`src/rtl/bsr_pkg.sv`:
```
package bsr_pkg;

  typedef enum logic [2:0] {
    CK_INPUT,
    CK_IO,
    CK_OUT2,
    CK_CTRL,
    CK_SPARE
  } cell_kind_e;

  // Chain layout from the serial output end: inputs, io, out2, control, spares.
  function automatic cell_kind_e kind_of(input int idx, input int n_in,
                                         input int n_io, input int n_out2);
    if (idx < n_in)                     return CK_INPUT;
    if (idx < n_in + n_io)              return CK_IO;
    if (idx < n_in + n_io + n_out2)     return CK_OUT2;
    if (idx == n_in + n_io + n_out2)    return CK_CTRL;
    return CK_SPARE;
  endfunction

endpackage

```
`src/rtl/bsr_shift_core.sv`:
```
module bsr_shift_core #(
  parameter int LEN = 107
) (
  input  logic           tck,
  input  logic           rst,
  input  logic           cap_en,
  input  logic           shf_en,
  input  logic           scan_in,
  input  logic [LEN-1:0] cap_vec,
  output logic [LEN-1:0] chain,
  output logic           scan_out
);

  always_ff @(posedge tck) begin
    if (rst)
      chain <= '0;
    else if (cap_en)
      chain <= cap_vec;
    else if (shf_en)
      chain <= {scan_in, chain[LEN-1:1]};
  end

  assign scan_out = chain[0];

  // one step toward the serial output per shift edge
  assert_shift_step_R3: assert property (@(posedge tck) disable iff (rst)
    (shf_en && !cap_en) |=> (chain[LEN-1] == $past(scan_in)) &&
                            (chain[LEN-2:0] == $past(chain[LEN-1:1])));

  // no strobe, no change
  assert_chain_hold_R10: assert property (@(posedge tck) disable iff (rst)
    (!shf_en && !cap_en) |=> $stable(chain));

  // capture wins over a simultaneous shift
  assert_cap_prio_R11: assert property (@(posedge tck) disable iff (rst)
    (cap_en && shf_en) |=> chain == $past(cap_vec));

endmodule

```
`src/rtl/bsr_update_bank.sv`:
```
module bsr_update_bank #(
  parameter int W = 39
) (
  input  logic         tck,
  input  logic         rst,
  input  logic         upd_en,
  input  logic [W-1:0] d,
  output logic [W-1:0] q
);

  // Falling-edge latches; reset value 0 is also the safe control value.
  always_ff @(negedge tck) begin
    if (rst)
      q <= '0;
    else if (upd_en)
      q <= d;
  end

  assert_upd_load_R4: assert property (@(negedge tck) disable iff (rst)
    upd_en |=> q == $past(d));

  assert_upd_keep_R4: assert property (@(negedge tck) disable iff (rst)
    !upd_en |=> $stable(q));

endmodule

```
`src/rtl/bsr_io_drv.sv`:
```
module bsr_io_drv #(
  parameter int N = 36
) (
  input  logic         ext_test,
  input  logic [N-1:0] upd_data,
  input  logic         ctrl_en,
  input  logic [N-1:0] core_out,
  input  logic [N-1:0] core_oe,
  input  logic [N-1:0] pin_in,
  output logic [N-1:0] pin_out,
  output logic [N-1:0] pin_oe,
  output logic [N-1:0] core_in
);

  for (genvar g = 0; g < N; g++) begin : g_pin
    always_comb begin
      if (ext_test) begin
        pin_out[g] = upd_data[g];
        pin_oe[g]  = ctrl_en;
      end else begin
        pin_out[g] = core_out[g];
        pin_oe[g]  = core_oe[g];
      end
    end
  end

  assign core_in = pin_in;

endmodule

```
`src/rtl/bsr_out2_drv.sv`:
```
module bsr_out2_drv #(
  parameter int N = 2
) (
  input  logic         ext_test,
  input  logic [N-1:0] upd_data,
  input  logic [N-1:0] core_out,
  output logic [N-1:0] pin_out
);

  assign pin_out = ext_test ? upd_data : core_out;

endmodule

```
`src/rtl/bsr_chain.sv`:
```
module bsr_chain
  import bsr_pkg::*;
#(
  parameter int N_IN   = 66,
  parameter int N_IO   = 36,
  parameter int N_OUT2 = 2,
  parameter int N_SPARE = 2
) (
  input  logic              tck,
  input  logic              rst,
  input  logic              cap_en,
  input  logic              shf_en,
  input  logic              upd_en,
  input  logic              ext_test,
  input  logic              scan_in,
  output logic              scan_out,
  input  logic [N_IN-1:0]   pin_in,
  output logic [N_IN-1:0]   core_in,
  input  logic [N_IO-1:0]   core_io_out,
  input  logic [N_IO-1:0]   core_io_oe,
  output logic [N_IO-1:0]   core_io_in,
  output logic [N_IO-1:0]   bd_pin_out,
  output logic [N_IO-1:0]   bd_pin_oe,
  input  logic [N_IO-1:0]   bd_pin_in,
  input  logic [N_OUT2-1:0] core_out2,
  output logic [N_OUT2-1:0] pin_out2
);

  localparam int IO_BASE  = N_IN;
  localparam int OUT_BASE = N_IN + N_IO;
  localparam int CTRL_POS = N_IN + N_IO + N_OUT2;
  localparam int LEN      = CTRL_POS + 1 + N_SPARE;
  localparam int UPD_W    = N_IO + N_OUT2 + 1;

  logic [LEN-1:0]   chain;
  logic [LEN-1:0]   cap_vec;
  logic [UPD_W-1:0] upd_q;
  logic [N_IO-1:0]  upd_io;
  logic [N_OUT2-1:0] upd_out2;
  logic             upd_ctrl;

  assign upd_io   = upd_q[N_IO-1:0];
  assign upd_out2 = upd_q[N_IO+N_OUT2-1:N_IO];
  assign upd_ctrl = upd_q[UPD_W-1];

  // Per-cell capture source, chosen by cell kind.
  for (genvar g = 0; g < LEN; g++) begin : g_cell
    localparam cell_kind_e KIND = kind_of(g, N_IN, N_IO, N_OUT2);
    if (KIND == CK_INPUT) begin : g_in
      assign cap_vec[g] = pin_in[g];
    end else if (KIND == CK_IO) begin : g_io
      assign cap_vec[g] = bd_pin_in[g-IO_BASE];
    end else if (KIND == CK_OUT2) begin : g_o2
      assign cap_vec[g] = pin_out2[g-OUT_BASE];
    end else if (KIND == CK_CTRL) begin : g_ctl
      assign cap_vec[g] = upd_ctrl;
    end else begin : g_sp
      assign cap_vec[g] = 1'b0;
    end
  end

  bsr_shift_core #(.LEN(LEN)) u_shift (
    .tck      (tck),
    .rst      (rst),
    .cap_en   (cap_en),
    .shf_en   (shf_en),
    .scan_in  (scan_in),
    .cap_vec  (cap_vec),
    .chain    (chain),
    .scan_out (scan_out)
  );

  // Hold latches cover io, out2 and control cells (contiguous in the chain).
  bsr_update_bank #(.W(UPD_W)) u_upd (
    .tck    (tck),
    .rst    (rst),
    .upd_en (upd_en),
    .d      (chain[CTRL_POS:IO_BASE]),
    .q      (upd_q)
  );

  bsr_io_drv #(.N(N_IO)) u_io (
    .ext_test (ext_test),
    .upd_data (upd_io),
    .ctrl_en  (upd_ctrl),
    .core_out (core_io_out),
    .core_oe  (core_io_oe),
    .pin_in   (bd_pin_in),
    .pin_out  (bd_pin_out),
    .pin_oe   (bd_pin_oe),
    .core_in  (core_io_in)
  );

  bsr_out2_drv #(.N(N_OUT2)) u_out2 (
    .ext_test (ext_test),
    .upd_data (upd_out2),
    .core_out (core_out2),
    .pin_out  (pin_out2)
  );

  assign core_in = pin_in;

  // a safe control latch keeps every bidirectional pad off in test mode
  assert_safe_tristate_R6: assert property (@(posedge tck) disable iff (rst)
    (ext_test && !upd_ctrl) |-> bd_pin_oe == '0);

  // functional mode enables come from the core
  assert_func_oe_R8: assert property (@(posedge tck) disable iff (rst)
    !ext_test |-> bd_pin_oe == core_io_oe);

endmodule

```
`config.mk`:
```
export PLATFORM = sky130hd
export DESIGN_NAME = bsr_chain
export DESIGN_NICKNAME = d
export VERILOG_FILES = /design/src/rtl/bsr_pkg.sv /design/src/rtl/bsr_shift_core.sv /design/src/rtl/bsr_update_bank.sv /design/src/rtl/bsr_io_drv.sv /design/src/rtl/bsr_out2_drv.sv /design/src/rtl/bsr_chain.sv
export SDC_FILE = /design/constraint.sdc
export NUM_CORES = 1
export LEC_CHECK = 0
export CORE_AREA = 2 2 140 142
export CTS_CLUSTER_DIAMETER = 40
export DETAILED_ROUTE_END_ITERATION = 8
export DIE_AREA = 0 0 142 144
export HOLD_SLACK_MARGIN = 0.08
export PLACE_DENSITY = 0.8
export SYNTH_ARGS = -nofsm -noshare
export SYNTH_HDL_FRONTEND = slang
export SYNTH_SLANG_ARGS = --single-unit
```
`constraint.sdc`:
```
create_clock -name tck -period 5.9 [get_ports tck]
set_clock_uncertainty 0.2 [all_clocks]
set_input_delay 1.77 -clock tck [delete_from_list [all_inputs] [get_ports tck]]
set_output_delay 1.77 -clock tck [all_outputs]
set_load 0.01 [all_outputs]
```
==> results.toml <==
[cts]
cts.htree.levels = 4
cts_buffers = 17
clock_latency_ns = 0.44
clockBufferDepth = 2
cts_sinks = 146
cts_tree = "yes"
holdBufCountCts = 0
cts_root_buf = "clkbuf_16"
cts.clk_slew.worst_paths_ns = 0.04

[worst_setup_path]
reg2reg_setup_slack_ns = 1.79
endpoint_kind = "output pin"
critPathSlowestCell = "dfxtp_2"
max_stage_delay_ns = 0.34
worstSetupPathType = "register to output pin"
crit_fanout = 7
cp-start-kind = "register"
rr_startpoint = "u_upd.q[37]$_SDFFE_NP0P_"
timing.critical_path.from = "u_upd.q[38]$_SDFFE_NP0P_"
ff2ff_path_depth = 3
cp.arrival_ns = 4.29
worstPathCellList = "nand2_4 > buf_16 > buf_12 > o21ai_1 > buf_2"
cp.required_ns = 3.93

[routing]
vias = 6686
drt_first_pass_iters = 4
ant_nets = 0
drt_iter0_drc = 191
drt-total-wl_mm = 22.07
drc = 0
wl_per_cell_um = 16.23
viasPerCell = 4.916

[sta]
slew_headroom = 0.4165
finalSetupTns_ns = -15.84
rsz0062_at_grt = "yes"
fin_ws_ns = -0.3596
tightest_slew_ns = 0.8743
finalHoldViolCount = 0
finalSetupViolations = 74
slew_violations = 0

[job]
cap_violations = 0

[global_routing]
grt_antenna_before_repair = 0
grt.total_usage = 0.2077
grt_max_degree = 106
grt_pass1_wl_mm = 33.70
grt_overflow = 0
grt_pass1_vias = 6545

[place]
dp.cells = 1284
place_congestion = 0.7801
dp_hpwl_mm = 15.79
io_buffers = 359

[power]
seqPwrFrac = 0.390
ir_worst_vdd_v = 0.0002006
swShare = 0.2769
internal_power_mw = 2.031
p_sw_mw = 0.7778
pwr-share-clk = 0.403
power_mw = 2.809
p_leak_nw = 5.237
comb_power_share = 0.207
p_per_area_nw_per_um2 = 239.7

[logic_synthesis]
ys_async_sr_fraction = 0
synth_area_um2 = 7854
ys_seq_area_frac = 0.3722
synthDistinctLibCells = 18
ys.flop_type = "dfxtp_1"
synth_seq_cells = 146
synthTopCellsByArea = "dfxtp_1 (37%), mux2i_1 (19%), buf_4 (11%)"
synthCells = 824
synth_edf_count = 0
synth_top_area_frac = 0.3722
yosysTopAreaCell = "dfxtp_1"
syn_nets = 1007
syn_area_per_cell_um2 = 9.531
yosys_warnings = 0

[layout]
nFillCells = 1634
syn2layout_area_growth_pct = 49.24
final_common_cell = "clkdlybuf4s50_1"
fin_nets = 1292
final_cell_mix = "clkdlybuf4s50_1 (280), mux2i_1 (146), dfxtp_1 (120)"
drive_gt1_frac = 0.1916
final_util = 0.6143
instances_no_fill = 1360
antenna_cells = 0

[floorplanning]
die_h_um = 144
std_cell_rows = 51
pin_count = 360
initial_core_util = 0.4116
core_area_um2 = 19080
die_x_um = 142
dieArea_um2 = 20450

[status]
outcome = "finished with violations"
violations = "negative setup slack"

[min_path]
whs_path_depth = 2
hold_path.class = "register to register"
min_from = "u_upd.q[37]$_SDFFE_NP0P_"
==> stage by stage <==
stage | setup slack (ns) | hold WS, ns | area, um2
floorplan | 0.1211 | 0.2544 | 7854
global placement | -0.2066 | 0.2672 | 10910
detailed placement | -0.2503 | 0.2802 | 10910
CTS | -0.3888 | 0.2877 | 11670
global route | -0.4201 | 0.3092 | 11720
finish | -0.3596 | 0.2837 | 11720
==> layer usage <==
layer  wire length [um]  up-vias  track usage
li1                   -     3336            -
met1               8983     3106       0.2437
met2              11450      225       0.3796
met3               1365       19      0.05099
met4                273        0      0.05263
met5                  0        -            0
==> Yosys cell counts, types with 2 or more instances <==
library cell / n
dfxtp_1: 146
mux2i_1: 146
buf_4: 112
a211oi_1: 103
nor2b_1: 103
nor2_1: 41
inv_1: 38
mux2_2: 38
o21ai_0: 36
clkbuf_1: 32
buf_2: 16
buf_1: 4
buf_8: 3
o2bb2ai_1: 2
==> power groups by stage <==
stage	clock network (mW)	registers [mW]	logic [mW]
floorplan	0.0414	1.10	0.310
global placement	0.0414	1.11	0.569
detailed placement	0.0414	1.11	0.575
CTS	1.15	1.10	0.583
global route	1.22	1.10	0.625
finish	1.13	1.10	0.580
==> path summary, 6_finish.rpt <==
check	endpoint
max reg2reg	u_shift.chain[103]$_SDFFE_PP0P_
min reg2reg	u_upd.q[37]$_SDFFE_NP0P_
max	bd_pin_oe[31]
min	u_upd.q[37]$_SDFFE_NP0P_
==> registers in the layout (all words and copies together) (netlist names) <==
| name | flops |
|---|---|
| u_upd.q | 39 |
| u_shift.chain | 107 |
==> cells by family after synthesis <==
family | Yosys count | share of synthesized area
AND/OR/NAND/NOR | 147 | 0.1039
flip-flops | 146 | 0.3722
buffers and inverters | 206 | 0.1598
AO/OA/AOI/OAI | 141 | 0.1236
multiplexers | 184 | 0.2406
==> cell type report <==
type                            instances  area [um2]  area share
Clock buffer                           21       483.0     0.04120
Multi-Input combinational cell        472        3774      0.3219
Sequential cell                       146        2955      0.2521
Clock inverter                         50       236.5     0.02018
Timing Repair Buffer                  396        3835      0.3272
Inverter                               37       140.1     0.01196
Tap cell                              238       297.8     0.02541
==> repair_timing <==
action / CTS / global route
gates cloned: 1 / 1
setup buffers: 2 / 2
hold endpoints to repair: 0 / 0
setup endpoints to repair: 74 / 74
resized for setup: 393 / 12
==> worst max-delay path: cells and delay by family (launching register included) <==
kind                   cells  cell delay (ns)
DFF                        1             0.34
AOI/OAI and AO/OA          1             0.06
and+or+nand+nor            1             0.09
buffers and inverters      3             0.41
Power figures use the tool's default switching activity.
